===== src/rtl/evtRingPkg.sv =====
package evtRingPkg;
  localparam int EVT_W = 31;
  localparam int ENTRY_W = EVT_W + 1;
  localparam logic [EVT_W-1:0] IPI_CODE = EVT_W'(1 << 24);

  typedef struct packed {
    logic wrEn;   // store an entry at the write position
    logic wrGen;  // generation flag to store with it
  } ringStrobeT;
endpackage


===== src/rtl/evtRingCtrl.sv =====
module evtRingCtrl
  import evtRingPkg::*;
#(
  parameter int DEPTH = 16,
  localparam int IDX_W = $clog2(DEPTH)
) (
  input  logic             clk,
  input  logic             rstN,
  input  logic             pushValid,
  input  logic [EVT_W-1:0] pushEvent,
  input  logic             notifyEn,
  input  logic             popReq,
  input  logic             headGen,
  output ringStrobeT       strb,
  output logic [IDX_W-1:0] wrIdx,
  output logic [IDX_W-1:0] rdIdx,
  output logic             headValid,
  output logic             overflow,
  output logic             notify
);
  localparam logic [IDX_W-1:0] LAST = IDX_W'(DEPTH - 1);

  logic prodGen;
  logic consToggle;
  logic ringFull;
  logic pushLive;
  logic accept;
  logic take;

  // unread slot: flag differs from the consumer toggle
  assign headValid = (headGen != consToggle);
  assign ringFull  = (wrIdx == rdIdx) && headValid;
  assign pushLive  = pushValid && (pushEvent != '0);
  assign accept    = pushLive && !ringFull;
  assign take      = popReq && headValid;

  assign strb.wrEn  = accept;
  assign strb.wrGen = prodGen;

  always_ff @(posedge clk) begin
    if (!rstN) begin
      wrIdx      <= '0;
      rdIdx      <= '0;
      prodGen    <= 1'b1;
      consToggle <= 1'b0;
      overflow   <= 1'b0;
      notify     <= 1'b0;
    end else begin
      overflow <= pushLive && ringFull;
      notify   <= accept && notifyEn;
      if (accept) begin
        wrIdx <= wrIdx + 1'b1;
        if (wrIdx == LAST) prodGen <= ~prodGen;
      end
      if (take) begin
        rdIdx <= rdIdx + 1'b1;
        if (rdIdx == LAST) consToggle <= ~consToggle;
      end
    end
  end
endmodule


===== src/rtl/evtRingData.sv =====
module evtRingData
  import evtRingPkg::*;
#(
  parameter int DEPTH = 16,
  localparam int IDX_W = $clog2(DEPTH)
) (
  input  logic               clk,
  input  logic               rstN,
  input  ringStrobeT         strb,
  input  logic [IDX_W-1:0]   wrIdx,
  input  logic [IDX_W-1:0]   rdIdx,
  input  logic [EVT_W-1:0]   wrEvent,
  output logic [ENTRY_W-1:0] headEntry
);
  logic [ENTRY_W-1:0] ring [DEPTH];

  generate
    for (genvar s = 0; s < DEPTH; s++) begin : gSlot
      always_ff @(posedge clk) begin
        if (!rstN) begin
          ring[s] <= '0;  // flag 0 matches the reset toggle: empty
        end else if (strb.wrEn && (wrIdx == IDX_W'(s))) begin
          ring[s] <= {strb.wrGen, wrEvent};
        end
      end
    end
  endgenerate

  assign headEntry = ring[rdIdx];
endmodule


===== src/rtl/evtRing.sv =====
module evtRing
  import evtRingPkg::*;
#(
  parameter int DEPTH = 16
) (
  input  logic             clk,
  input  logic             rstN,
  input  logic             pushValid,
  input  logic [30:0]      pushEvent,
  input  logic             notifyEn,
  input  logic             popReq,
  output logic [30:0]      popEvent,
  output logic             popIsIpi,
  output logic             overflow,
  output logic             notify
);
  localparam int IDX_W = $clog2(DEPTH);

  ringStrobeT         strb;
  logic [IDX_W-1:0]   wrIdx;
  logic [IDX_W-1:0]   rdIdx;
  logic [ENTRY_W-1:0] headEntry;
  logic               headValid;

  evtRingCtrl #(.DEPTH(DEPTH)) uCtrl (
    .clk(clk), .rstN(rstN),
    .pushValid(pushValid), .pushEvent(pushEvent),
    .notifyEn(notifyEn), .popReq(popReq),
    .headGen(headEntry[ENTRY_W-1]),
    .strb(strb), .wrIdx(wrIdx), .rdIdx(rdIdx),
    .headValid(headValid), .overflow(overflow), .notify(notify)
  );

  evtRingData #(.DEPTH(DEPTH)) uData (
    .clk(clk), .rstN(rstN), .strb(strb),
    .wrIdx(wrIdx), .rdIdx(rdIdx),
    .wrEvent(pushEvent), .headEntry(headEntry)
  );

  assign popEvent = headValid ? headEntry[EVT_W-1:0] : '0;
  assign popIsIpi = (popEvent == IPI_CODE);
endmodule


===== config.mk =====
export PLATFORM = sky130hd
export DESIGN_NAME = evtRing
export DESIGN_NICKNAME = d
export VERILOG_FILES = /design/src/rtl/evtRingPkg.sv /design/src/rtl/evtRingCtrl.sv /design/src/rtl/evtRingData.sv /design/src/rtl/evtRing.sv
export SDC_FILE = /design/constraint.sdc
export NUM_CORES = 1
export LEC_CHECK = 0
export BUFFER_PORTS_ARGS = -buffer_cell sky130_fd_sc_hd__buf_2
export CAP_MARGIN = 20
export CORE_ASPECT_RATIO = 1.5
export CORE_MARGIN = 1.5
export CORE_UTILIZATION = 41
export CTS_CLUSTER_SIZE = 25
export DETAILED_ROUTE_END_ITERATION = 8
export PLACE_DENSITY = 0.6
export SYNTH_ARGS = -nofsm -noshare
export SYNTH_HDL_FRONTEND = slang
export SYNTH_SLANG_ARGS = --single-unit

===== constraint.sdc =====
create_clock -name clk -period 15.1 [get_ports clk]
set_input_delay 0.755 -clock clk [delete_from_list [all_inputs] [get_ports clk]]
set_output_delay 0.755 -clock clk [all_outputs]
set_load 0.005 [all_outputs]

==> results of run 1 <==
registers in the layout, indices dropped and copies added, names as in the netlist, named ones only:
signal	flops
uCtrl.prodGen	1
uCtrl.notify	1
uCtrl.wrIdx	4
uCtrl.overflow	1
uData.ring	512
uCtrl.rdIdx	4
uCtrl.consToggle	1
Yosys cell counts:
master and instances:
sky130_fd_sc_hd__nor2_1 547, sky130_fd_sc_hd__edfxtp_1 512, sky130_fd_sc_hd__nand2_1 135, sky130_fd_sc_hd__mux4_2 132, sky130_fd_sc_hd__clkbuf_1 51, sky130_fd_sc_hd__buf_2 43
sky130_fd_sc_hd__buf_6 25, sky130_fd_sc_hd__a221oi_1 24, sky130_fd_sc_hd__a22o_1 24, sky130_fd_sc_hd__dfxtp_1 16, sky130_fd_sc_hd__mux2i_1 13, sky130_fd_sc_hd__nand4_1 11
sky130_fd_sc_hd__o31ai_1 11, sky130_fd_sc_hd__nor4_1 10, sky130_fd_sc_hd__inv_1 9, sky130_fd_sc_hd__nor2b_1 9, sky130_fd_sc_hd__nand3_1 6, sky130_fd_sc_hd__ha_1 5
sky130_fd_sc_hd__nand2b_1 5, sky130_fd_sc_hd__nor3_1 5, sky130_fd_sc_hd__o21ai_0 5, sky130_fd_sc_hd__xor2_1 5, sky130_fd_sc_hd__a21oi_1 4, sky130_fd_sc_hd__mux2_2 3
sky130_fd_sc_hd__o41ai_1 3, sky130_fd_sc_hd__and2_1 2, sky130_fd_sc_hd__buf_4 2, sky130_fd_sc_hd__or4_1 2, sky130_fd_sc_hd__or4_4 2, sky130_fd_sc_hd__xnor2_1 2
sky130_fd_sc_hd__a211oi_1 1, sky130_fd_sc_hd__a21boi_2 1, sky130_fd_sc_hd__a2bb2oi_1 1, sky130_fd_sc_hd__and3_1 1, sky130_fd_sc_hd__buf_1 1, sky130_fd_sc_hd__buf_8 1
sky130_fd_sc_hd__mux2i_2 1, sky130_fd_sc_hd__o211ai_1 1, sky130_fd_sc_hd__o21a_1 1, sky130_fd_sc_hd__o21ai_2 1
stage by stage:
stage	hold slack, ns	std cells
after floorplan	0.4811	1633
after global placement	0.5189	2371
after detailed placement	0.5329	2372
after CTS	0.5176	2456
after global routing	0.5310	2459
final	0.5058	2459
layer usage:
layer  track usage  up-vias
met5             0        -
met4       0.09775        2
met3       0.02701      158
met2        0.4134      561
met1        0.2700     7306
li1              -     6087
where the power goes:
| group | internal [mW] | switching, mW | leakage (nW) |
|---|---|---|---|
| sequential | 1.68 | 0.0353 | 5.43 |
| clock | 0.669 | 0.529 | 0.728 |
| combinational | 0.172 | 0.307 | 2.33 |
| total | 2.52 | 0.871 | 8.49 |
area by class of cell:
cell class | instances | share of cell area
clock inverters | 25 | 0.01001
clock buffers | 59 | 0.04801
inverters | 9 | 0.001305
repair buffers | 108 | 0.02669
well taps | 756 | 0.03655
flip-flops and latches | 528 | 0.6068
multi-input cells | 973 | 0.2705
diodes | 1 | 0.00009670
cell usage in the layout (no fill, tap or decap), types with 3 or more instances in the layout:
master,netlist,final
sky130_fd_sc_hd__a21oi_1,4,4
sky130_fd_sc_hd__a221oi_1,24,24
sky130_fd_sc_hd__a22o_1,24,24
sky130_fd_sc_hd__buf_2,43,69
sky130_fd_sc_hd__buf_4,2,35
sky130_fd_sc_hd__bufinv_16,0,5
sky130_fd_sc_hd__clkbuf_1,51,11
sky130_fd_sc_hd__clkbuf_16,0,48
sky130_fd_sc_hd__clkinv_1,0,9
sky130_fd_sc_hd__clkinv_2,0,7
sky130_fd_sc_hd__dfxtp_1,16,14
sky130_fd_sc_hd__edfxtp_1,512,512
sky130_fd_sc_hd__ha_2,0,4
sky130_fd_sc_hd__inv_1,9,9
sky130_fd_sc_hd__mux2_2,3,3
sky130_fd_sc_hd__mux2i_1,13,13
sky130_fd_sc_hd__mux4_2,132,132
sky130_fd_sc_hd__nand2_1,135,134
sky130_fd_sc_hd__nand2b_1,5,5
sky130_fd_sc_hd__nand3_1,6,6
sky130_fd_sc_hd__nand4_1,11,11
sky130_fd_sc_hd__nor2_1,547,545
sky130_fd_sc_hd__nor2b_1,9,7
sky130_fd_sc_hd__nor3_1,5,5
sky130_fd_sc_hd__nor4_1,10,10
sky130_fd_sc_hd__o21ai_0,5,3
sky130_fd_sc_hd__o31ai_4,0,10
sky130_fd_sc_hd__o41ai_2,0,3
sky130_fd_sc_hd__xor2_1,5,5
how the worst max path moves through the flow:
stage / endpoint / slack (ns) / cells after the start
after floorplan: uData.ring[0][0]$_SDFFCE_PN0P_ / 9.38 / 8
after global placement: uData.ring[6][6]$_SDFFCE_PN0P_ / 9.47 / 8
after detailed placement: uData.ring[5][5]$_SDFFCE_PN0P_ / 9.47 / 8
after CTS: popIsIpi / 9.15 / 9
after global routing: popIsIpi / 9.05 / 9
final: popIsIpi / 9.21 / 9
kinds of logic (layout without fill, tap and decap cells):
logic type | count (synthesis) | after routing | synth area share
AO/OA/AOI/OAI | 77 | 77 | 0.02692
XOR/XNOR | 7 | 7 | 0.002638
adder cells (fa/ha/maj) | 5 | 5 | 0.002692
buffers and inverters | 132 | 201 | 0.03252
flip-flops | 528 | 528 | 0.6753
multiplexers | 149 | 149 | 0.1356
other | 0 | 1 | 0
AND/OR/NAND/NOR | 735 | 735 | 0.1244
critical path, stage by stage (launching register included):
cell and delay [ns]:
sky130_fd_sc_hd__dfxtp_4 0.84, sky130_fd_sc_hd__buf_4 0.78, sky130_fd_sc_hd__buf_4 0.64, sky130_fd_sc_hd__mux4_2 0.40
sky130_fd_sc_hd__a22o_1 0.25, sky130_fd_sc_hd__a221oi_1 0.42, sky130_fd_sc_hd__nand4_1 0.26, sky130_fd_sc_hd__nor4_1 0.46
sky130_fd_sc_hd__and3_1 0.26, sky130_fd_sc_hd__buf_2 0.13
==> reports/qor.log, run 1 <==
qor: place.dpl-instance-area 24340 µm²
qor: sta.setup_viol_count_final 0
qor: logic_synthesis.synth_sequential_area_ratio 0.6753
qor: global_route.number_of_antenna_violations_at_the_first_check_in_global_routing 2
qor: hold_path.worstHoldPathType in -> reg
qor: finish.design.final.nets 1708
qor: sta.timing.slew.headroom 0.2249
qor: finish.num-fill-cells 4887
qor: clock_network.ctsResizeCount 0
qor: sta.rsz_0062_raised_after_global_routing no
qor: setup_path.r2r_cell_count 8
qor: clock_network.tritoncts.num_buffers 47
qor: sta.clock-skew-final 0.01677 ns
qor: detailed_routing.wl_met3 4.055 mm
qor: detailed_routing.detail_route.drc_violations 0
qor: finish.seqCellArea 15700 µm²
qor: logic_synthesis.synthCells 1633
qor: sta.fmax 0.1697 GHz
qor: clock_network.holdBufCountCts 0
qor: clock_network.cts_max_path_buffers 3
qor: clock_network.cts.repair_timing.setup_buffer_count 0
qor: run.cap_violations 0
qor: global_route.wire_length_of_the_first_global_routing_pass 95.54 mm
qor: die.std_cell_rows 106
qor: finish.fin_area 25880 µm²
qor: outcome.status finished clean
qor: clock_network.clock-root-buffer sky130_fd_sc_hd__clkbuf_16
qor: global_route.first_global_vias 14770
qor: die.die-width 197.4 µm
qor: setup_path.worst_setup_path_end_kind output pin
qor: detailed_routing.routedLengthMet1 23.78 mm
qor: logic_synthesis.postSynthNetCount 1674
qor: global_route.globalRouteOverflowTotal 0
qor: logic_synthesis.ys_top_cells_by_area sky130_fd_sc_hd__edfxtp_1 (66%), sky130_fd_sc_hd__mux4_2 (13%), sky130_fd_sc_hd__nor2_1 (8.8%)
qor: hold_path.holdCritStartpoint notifyEn
qor: setup_path.required 14.35 ns
qor: die.floorplan.die_area 58150 µm²
qor: clock_network.clk_transition_reported_paths 0.06 ns
qor: logic_synthesis.post-synth-top-area-fraction 0.6615
qor: die.floorplan.initialDensity 0.4162
qor: sta.worst-slew-pin-transition 1.163 ns
qor: global_route.gr-usage-all-layers 0.2274
qor: detailed_routing.top_layer_used met5
qor: setup_path.worst_r2r_setup_slack 9.56 ns
qor: finish.post_route_cells_drive_above_1_share 0.1986
qor: clock_network.cts.htree.levels 2
qor: place.place.detailed.hpwl 39.42 mm
qor: logic_synthesis.post_synth_instance_area 23240 µm²
qor: setup_path.path_max_fanout 50
qor: finish.multi_input_area 7000 µm²
qor: detailed_routing.ant_nets 0
qor: detailed_routing.detail_route.wirelength 65.15 mm
qor: sta.setup-tns-final 0 ns
qor: detailed_routing.wl_met2 34.58 mm
qor: setup_path.regToRegEndpoint uData.ring[4][21]$_SDFFCE_PN0P_
qor: finish.flow.area_growth_from_synthesis 11.34%
qor: clock_network.tritoncts done
qor: place.number_of_port_buffers 69
qor: setup_path.data_arrival_time_at_the_worst_slack_endpoint 5.14 ns
qor: sta.setup_ws 9.209 ns
qor: sta.finalMaxSlewViolations 0
qor: finish.final_core_utilization 0.4635
qor: detailed_routing.firstDrtPassIters 5
qor: hold_path.min_to uCtrl.notify$_SDFF_PN0_
qor: pwr.peakVddDrop 0.08358 mV
qor: die.top_level_ports 70
qor: sta.final_period_minus_worst_setup_slack 5.891 ns
qor: sta.timing.final.crit_share 0.3902
qor: setup_path.critPathLaunchType flop
qor: clock_network.clock_sinks 528
qor: logic_synthesis.post-synth-top-area-cell sky130_fd_sc_hd__edfxtp_1
qor: clock_network.insertion_delay 0.59 ns
qor: logic_synthesis.synth.distinct_cells 40
qor: detailed_routing.drt_wl_cell 26.50 µm
qor: hold_path.worst_hold_path.num_cells 3
qor: global_route.largest_net_degree_at_the_start_of_global_routing 89
qor: logic_synthesis.syn_avg_cell_area 14.23 µm²
qor: detailed_routing.routed-via-count 14110
qor: sta.hold_violations_final 0
qor: pwr.p_total 3.393 mW
qor: detailed_routing.detail_route.vias_per_cell 5.740
qor: place.place.gp.congestion 0.7765
qor: die.chipHeight 294.6 µm
qor: detailed_routing.drt_iter0_drc 1428
qor: setup_path.timing_worst_setup_path_type reg -> out
qor: die.placeableCoreArea 55840 µm²
qor: place.pre_cts_slack 9.472 ns
qor: pwr.power.density_cell_area 131.1 nW/µm²
qor: logic_synthesis.synthesized_flop_and_latch_total 528
qor: pwr.leakagePower 8.494 nW
qor: logic_synthesis.synth.yosys.warnings 0
Power figures use the tool's default switching activity.
==> run 2, diff against run 1 <==
ABC_AREA = 1   (was default)
PLACE_DENSITY = 0.62   (was 0.6)
clock period = 5.26 ns   (was 15.1 ns; I/O delays follow)
==> reports/qor.log, run 2 <==
qor: sta.setup_viol_count_final 0
qor: logic_synthesis.syn_avg_cell_area 9.822 µm²
qor: sta.setup-tns-final 0 ns
qor: setup_path.worst-path-buf-inv 3
qor: finish.flow.area_growth_from_synthesis 10.46%
qor: logic_synthesis.post_synth_instance_area 24820 µm²
qor: global_route.largest_net_degree_at_the_start_of_global_routing 170
qor: pwr.leakagePower 10.71 nW
qor: sta.timing.slew.headroom 0.2581
qor: detailed_routing.detail_route.vias_per_cell 5.572
qor: pwr.peakVddDrop 0.2212 mV
qor: finish.post_route_cells_drive_above_1_share 0.1426
qor: setup_path.path_max_fanout 169
qor: die.placeableCoreArea 59870 µm²
qor: die.std_cell_rows 110
qor: global_route.number_of_antenna_violations_at_the_first_check_in_global_routing 0
qor: global_route.first_global_vias 18530
qor: setup_path.path_common_cell sky130_fd_sc_hd__nand2_1
qor: clock_network.cts.htree.levels 2
qor: clock_network.clock-root-buffer sky130_fd_sc_hd__clkbuf_16
qor: clock_network.insertion_delay 0.58 ns
qor: detailed_routing.drt_wl_cell 22.88 µm
qor: outcome.status finished clean
qor: place.place.detailed.hpwl 43.37 mm
qor: global_route.wire_length_of_the_first_global_routing_pass 113.3 mm
qor: global_route.gr-usage-all-layers 0.2457
qor: setup_path.crit_end popIsIpi
qor: sta.clock-skew-final 0.01657 ns
qor: place.number_of_port_buffers 69
qor: setup_path.critPathSlowestCell sky130_fd_sc_hd__dfxtp_4
qor: sta.hold_slack 0.08072 ns
qor: detailed_routing.routed-via-count 18550
qor: logic_synthesis.post-synth-top-area-fraction 0.6194
qor: logic_synthesis.post-synth-top-area-cell sky130_fd_sc_hd__edfxtp_1
qor: pwr.power.density_cell_area 370.0 nW/µm²
qor: detailed_routing.detail_route.wirelength 76.18 mm
qor: die.top_level_ports 70
qor: clock_network.clk_transition_reported_paths 0.06 ns
qor: sta.fmax 0.2312 GHz
qor: finish.largest_register_ff_count 512
qor: setup_path.r2r_cell_count 15
qor: finish.top_library_cells_by_usage_in_the_layout_fill_and_taps_aside sky130_fd_sc_hd__nand2_1 (676), sky130_fd_sc_hd__edfxtp_1 (512), sky130_fd_sc_hd__nor2_1 (421), sky130_fd_sc_hd__nand3_1 (385), sky130_fd_sc_hd__nor2_2 (123)
qor: logic_synthesis.synth.distinct_cells 31
qor: detailed_routing.firstDrtPassIters 8
qor: finish.diodes 0
qor: clock_network.clock_sinks 528
qor: setup_path.regToRegEndpoint uData.ring[12][28]$_SDFFCE_PN0P_
qor: setup_path.critical_path_cell_count 14
qor: die.chipHeight 304.3 µm
qor: sta.worst-slew-pin-transition 1.112 ns
qor: place.place.gp.congestion 0.8536
qor: sta.finalMaxSlewViolations 0
qor: logic_synthesis.dominant_register_cell_in_the_synthesized_netlist sky130_fd_sc_hd__edfxtp_1
qor: clock_network.tritoncts.num_buffers 48
qor: sta.hold_violations_final 0
qor: detailed_routing.detail_route.drc_violations 0
qor: die.floorplan.initialDensity 0.4146
qor: setup_path.timing_worst_setup_path_type reg -> out
qor: setup_path.critical_path.cell_chain inv_8, buf_12, nand2_1, nand3_1, nand3_1, nand2_1, nand2_1, nand2_1, o21ai_0, nand2_1, nor2_1, nand2_1, nor2_1, buf_2
qor: logic_synthesis.ys_async_sr_fraction 0
qor: die.floorplan.die_area 62050 µm²
qor: setup_path.worst_path_largest_cell_delay 0.80 ns
qor: run.cap_violations 0
qor: sta.final_period_minus_worst_setup_slack 4.324 ns
qor: logic_synthesis.number_of_enable_flip_flop_cells_after_synthesis 512
qor: setup_path.critical_path.top_delay_family simple AND/OR/NAND/NOR gates
qor: clock_network.tritoncts done
qor: detailed_routing.ant_nets 0
qor: die.die-width 203.9 µm
qor: setup_path.data_arrival_time_at_the_worst_slack_endpoint 4.06 ns
qor: clock_network.cts_max_path_buffers 3
qor: finish.max_flop_register uData.ring
qor: finish.biggestRegsByFlops uData.ring (512), uCtrl.rdIdx (4), uCtrl.wrIdx (4)
qor: hold_path.worstHoldPathType in -> reg
qor: finish.layout_commonest_cell sky130_fd_sc_hd__nand2_1
qor: setup_path.required 5.00 ns
qor: sta.timing.final.crit_share 0.8221
qor: clock_network.cts.repair_timing.setup_buffer_count 0
qor: logic_synthesis.synthesized_flop_and_latch_total 528
qor: logic_synthesis.synthCells 2527
qor: logic_synthesis.most_frequent_cell_after_synthesis sky130_fd_sc_hd__nand2_1
qor: logic_synthesis.synth_sequential_area_ratio 0.6324
qor: sta.rsz_0062_raised_after_global_routing no
qor: clock_network.ctsResizeCount 0
qor: setup_path.critPathLaunchType flop
qor: detailed_routing.drt_iter0_drc 2094
qor: logic_synthesis.synth.yosys.warnings 0
qor: logic_synthesis.top_cells_by_count_synth sky130_fd_sc_hd__nand2_1 (677), sky130_fd_sc_hd__edfxtp_1 (512), sky130_fd_sc_hd__nor2_1 (421)
qor: logic_synthesis.postSynthNetCount 2568
qor: setup_path.worst_r2r_setup_slack 1.28 ns
qor: setup_path.worst_setup_path_end_kind output pin
qor: logic_synthesis.ys_top_cells_by_area sky130_fd_sc_hd__edfxtp_1 (62%), sky130_fd_sc_hd__nand2_1 (10%), sky130_fd_sc_hd__nand3_1 (7.8%)
qor: global_route.globalRouteOverflowTotal 0
qor: finish.design.final.nets 2548
run 2: changes by cell type after synthesis, sizes merged, moves of 9 or more:
cell,previous run,this run
clkbuf,51,83
a21oi,4,34
mux4,132,0
o31ai,11,0
nand3,6,402
inv,9,43
mux2i,14,0
a22o,24,0
o21ai,6,39
buf,72,109
a221oi,24,0
nor2b,9,0
nand2,135,681
clkinv,0,32
run 2: power by group:
part	leakage (nW)	total, mW	switching [mW]	internal (mW)
sequential	5.44	4.94	0.0964	4.84
combinational	4.53	1.62	1.20	0.425
clock	0.747	3.59	1.59	2.00
total	10.7	10.1	2.88	7.26
run 2: worst register-to-register path, stage by stage (launching register included):
cell	delay (ns)
sky130_fd_sc_hd__dfxtp_4	0.80
sky130_fd_sc_hd__inv_8	0.39
sky130_fd_sc_hd__nand2_1	0.14
sky130_fd_sc_hd__nand2_1	0.06
sky130_fd_sc_hd__nand2_1	0.05
sky130_fd_sc_hd__nand3_1	0.10
sky130_fd_sc_hd__nand3_1	0.14
sky130_fd_sc_hd__nand2_1	0.08
sky130_fd_sc_hd__nand2_2	0.08
sky130_fd_sc_hd__nand2_4	0.21
sky130_fd_sc_hd__nand2_4	0.18
sky130_fd_sc_hd__nand2_8	0.12
sky130_fd_sc_hd__nor2_8	0.20
sky130_fd_sc_hd__inv_1	0.20
sky130_fd_sc_hd__o21ai_4	0.47
sky130_fd_sc_hd__buf_4	0.42
run 2: worst min path at each step:
stage,startpoint,to,cells after the start,slack [ns]
finish,popReq,flop,4,0.08
floorplan,notifyEn,uCtrl.notify$_SDFF_PN0_,2,0.39
CTS,popReq,flop,4,0.06
global route,popReq,flop,4,0.10
global placement,uCtrl.prodGen$_SDFFE_PN1P_,uCtrl.prodGen$_SDFFE_PN1P_,2,0.45
detailed placement,uCtrl.prodGen$_SDFFE_PN1P_,uCtrl.prodGen$_SDFFE_PN1P_,2,0.47
run 2: area by class of cell:
type / instances / area [µm²]
fillers: 5556 / 32450
clock buffers: 57 / 1256
clock inverters: 31 / 304.0
repair buffers: 122 / 915.9
inverters: 75 / 291.5
multi-input cells: 1732 / 7959
well taps: 784 / 980.9
flip-flops and latches: 528 / 15710
run 2: cell families (layout without fill, tap and decap cells):
family	after synthesis	in the layout	synth area share
simple gates	1644	1644	0.2932
flops	528	528	0.6324
buf+inv	267	285	0.05389
compound gates	78	78	0.01628
fa+ha+maj	5	5	0.002521
xor+xnor	5	5	0.001764
run 2: stage by stage:
step	cell area, µm²	instances	util	setup WS (ns)	power (mW)
floorplan	24820	2527	-	0.9961	6.013
global placement	25820	3239	0.4312	1.261	6.613
detailed placement	25820	3239	0.4312	1.302	6.632
CTS	27390	3328	0.4575	1.034	10.15
global route	27420	3329	0.4579	0.7472	10.45
finish	27420	3329	0.4579	0.9356	10.14
run 2: metal layers:
layer / vias up / wire length [µm] / share of wire / track usage
li1: 8371 / - / - / -
met1: 9069 / 27890 / 0.37 / 0.2934
met2: 874 / 38000 / 0.50 / 0.4237
met3: 235 / 5595 / 0.073 / 0.03063
met4: 0 / 4703 / 0.062 / 0.1411
met5: - / 0 / 0 / 0
run 2: what timing repair did:
action	in CTS	in global routing
setup endpoints to repair	0	0
hold buffers	1	0
endpoints found under the hold margin	1	0
==> run 3, diff against run 2 <==
PLACE_DENSITY = 0.6   (was 0.62)
clock period = 4.2 ns   (was 5.26 ns; I/O delays follow)
==> reports/qor.log, run 3 (same netlist as run 2, synthesis figures left out) <==
qor: setup_path.path_common_cell sky130_fd_sc_hd__nand2_1
qor: clock_network.cts.repair_timing.setup_buffer_count 0
qor: die.floorplan.initialDensity 0.4146
qor: finish.top_library_cells_by_usage_in_the_layout_fill_and_taps_aside sky130_fd_sc_hd__nand2_1 (676), sky130_fd_sc_hd__edfxtp_1 (512), sky130_fd_sc_hd__nor2_1 (421), sky130_fd_sc_hd__nand3_1 (385), sky130_fd_sc_hd__nor2_2 (123)
qor: clock_network.tritoncts.num_buffers 48
qor: detailed_routing.detail_route.drc_violations 0
qor: finish.layout_commonest_cell sky130_fd_sc_hd__nand2_1
qor: setup_path.critPathSlowestCell sky130_fd_sc_hd__buf_4
qor: global_route.number_of_antenna_violations_at_the_first_check_in_global_routing 1
qor: finish.flow.area_growth_from_synthesis 10.67%
qor: finish.diodes 0
qor: sta.rsz_0062_raised_after_global_routing no
qor: sta.timing.final.crit_share 0.9154
qor: clock_network.insertion_delay 0.59 ns
qor: finish.max_flop_register uData.ring
qor: global_route.gr-usage-all-layers 0.2428
qor: detailed_routing.routed-via-count 18280
qor: detailed_routing.ant_nets 0
qor: global_route.wire_length_of_the_first_global_routing_pass 112.1 mm
qor: detailed_routing.detail_route.wirelength 75.45 mm
qor: die.die-width 203.9 µm
qor: clock_network.clock_sinks 528
qor: sta.worst-slew-pin-transition 0.8672 ns
qor: setup_path.critical_path.cell_chain buf_4, buf_4, nand2_1, nand3_1, nand3_1, nand2_1, nand2_1, nand2_1, o21ai_0, nand2_1, nor2_1, nand2_1, nor2_1, buf_2
qor: place.dpl-instance-area 25890 µm²
qor: clock_network.clock-root-buffer sky130_fd_sc_hd__clkbuf_16
qor: sta.clock-skew-final 0.02814 ns
qor: hold_path.worstHoldPathType in -> reg
qor: sta.hold_violations_final 0
qor: global_route.gr-usage-met1 0.3034
qor: global_route.first_global_vias 18000
qor: detailed_routing.drt_wl_cell 22.48 µm
qor: pwr.peakVddDrop 0.2569 mV
qor: setup_path.worst_path_largest_cell_delay 0.74 ns
qor: setup_path.critical_path.top_delay_family buffers and inverters
qor: pwr.leakagePower 10.80 nW
qor: die.std_cell_rows 110
qor: setup_path.data_arrival_time_at_the_worst_slack_endpoint 3.63 ns
qor: run.cap_violations 0
qor: global_route.largest_net_degree_at_the_start_of_global_routing 92
qor: setup_path.path_max_fanout 70
qor: sta.finalMaxSlewViolations 0
qor: pwr.power.density_cell_area 461.2 nW/µm²
qor: clock_network.cts_max_path_buffers 3
qor: global_route.grt_use_met3 0.02784
qor: die.placeableCoreArea 59870 µm²
qor: finish.largest_register_ff_count 512
qor: finish.fin_area 27470 µm²
qor: detailed_routing.drt_iter0_drc 2162
qor: finish.biggestRegsByFlops uData.ring (512), uCtrl.rdIdx (4), uCtrl.wrIdx (4)
qor: clock_network.cts.htree.levels 2
qor: place.number_of_port_buffers 69
qor: global_route.global_route.peak_usage_layer met2
qor: setup_path.r2r_cell_count 14
qor: global_route.groute.layer.met2.usage 0.4156
qor: global_route.globalRouteOverflowTotal 0
qor: finish.num-fill-cells 5605
qor: clock_network.tritoncts done
qor: setup_path.worst_r2r_setup_slack 0.76 ns
qor: sta.timing.slew.headroom 0.4198
qor: setup_path.critical_path_cell_count 14
qor: sta.setup_viol_count_final 0
qor: finish.design.final.nets 2575
qor: pwr.p_total 12.67 mW
qor: clock_network.clk_transition_reported_paths 0.06 ns
qor: detailed_routing.firstDrtPassIters 5
qor: setup_path.timing_worst_setup_path_type reg -> out
qor: outcome.status finished clean
qor: setup_path.critPathLaunchType flop
qor: place.place.detailed.hpwl 46.16 mm
qor: die.floorplan.die_area 62050 µm²
qor: setup_path.crit_end popIsIpi
qor: sta.final_period_minus_worst_setup_slack 3.845 ns
qor: sta.fmax 0.2601 GHz
qor: setup_path.worst_setup_path_end_kind output pin
qor: die.chipHeight 304.3 µm
qor: finish.final_core_utilization 0.4588
qor: die.top_level_ports 70
qor: setup_path.regToRegEndpoint uData.ring[12][19]$_SDFFCE_PN0P_
qor: finish.post_route_cells_drive_above_1_share 0.1527
qor: setup_path.required 3.99 ns
qor: setup_path.worst-path-buf-inv 3
qor: sta.hold_slack 0.06845 ns
qor: detailed_routing.detail_route.vias_per_cell 5.444
qor: place.place.gp.congestion 0.8871
==> run 3: changes by cell type in the layout (fill, tap and decap cells not counted), sizes merged <==
cell      delta
bufinv       -1
clkbuf       -2
buf         +27
clkinvlp     -4
clkinv       +8
==> run 3: worst min path at each step <==
stage          slack, ns                          to                  startpoint  cells after the start
6_report            0.07                        flop                      popReq                      4
5_1_grt             0.12                        flop                      popReq                      4
4_1_cts             0.05                        flop                      popReq                      4
3_5_place_dp        0.44     uCtrl.notify$_SDFF_PN0_                    notifyEn                      3
3_3_place_gp        0.45  uCtrl.prodGen$_SDFFE_PN1P_  uCtrl.prodGen$_SDFFE_PN1P_                      2
2_1_floorplan       0.34     uCtrl.notify$_SDFF_PN0_                    notifyEn                      2
==> run 3: worst register-to-register path, cell delays in order (launching register included) <==
cell and delay (ns):
sky130_fd_sc_hd__dfxtp_4 0.45, sky130_fd_sc_hd__buf_4 0.43, sky130_fd_sc_hd__nand2_1 0.13, sky130_fd_sc_hd__nand3_1 0.10, sky130_fd_sc_hd__nand3_1 0.08, sky130_fd_sc_hd__nand3_1 0.12, sky130_fd_sc_hd__nand2_1 0.08, sky130_fd_sc_hd__nand2_2 0.08
sky130_fd_sc_hd__nand2_4 0.21, sky130_fd_sc_hd__nand2_4 0.17, sky130_fd_sc_hd__nand2_8 0.12, sky130_fd_sc_hd__nor2_8 0.20, sky130_fd_sc_hd__inv_1 0.20, sky130_fd_sc_hd__o21ai_4 0.17, sky130_fd_sc_hd__buf_4 0.50
==> run 3: per-stage QoR <==
stage | TNS [ns] | std cells | setup slack (ns)
3_3_place_gp | 0 | 3267 | 0.8308
3_5_place_dp | 0 | 3267 | 0.8272
5_1_grt | 0 | 3357 | 0.1870
2_1_floorplan | -24.54 | 2527 | -0.06392
4_1_cts | 0 | 3357 | 0.3987
6_report | 0 | 3357 | 0.3554
==> run 3: report_power, final <==
group	switching, mW	leakage [nW]	total, mW	internal, mW
sequential	0.0964	5.44	6.16	6.06
clock	1.98	0.774	4.46	2.48
combinational	1.53	4.59	2.06	0.523
==> run 3: metal layers <==
layer | up-vias | wire length, µm
met5 | - | 13
met4 | 2 | 3956
met3 | 196 | 4959
met2 | 791 | 37630
met1 | 8861 | 28900
li1 | 8426 | -
==> run 3: what timing repair did <==
item,4_1_cts,5_1_grt
hold endpoints to repair,1,0
hold buffers,1,0
resized for setup,0,0
==> run 3: cell type report <==
cell class / instances / area (µm²) / share of cell area
sequential: 528 / 15710 / 0.5719
clock inverter: 34 / 297.8 / 0.01084
clock buffer: 55 / 1270 / 0.04624
tap: 784 / 980.9 / 0.03571
timing repair buffer: 149 / 960.9 / 0.03498
inverter: 75 / 291.5 / 0.01061
multi-input combinational: 1732 / 7959 / 0.2898
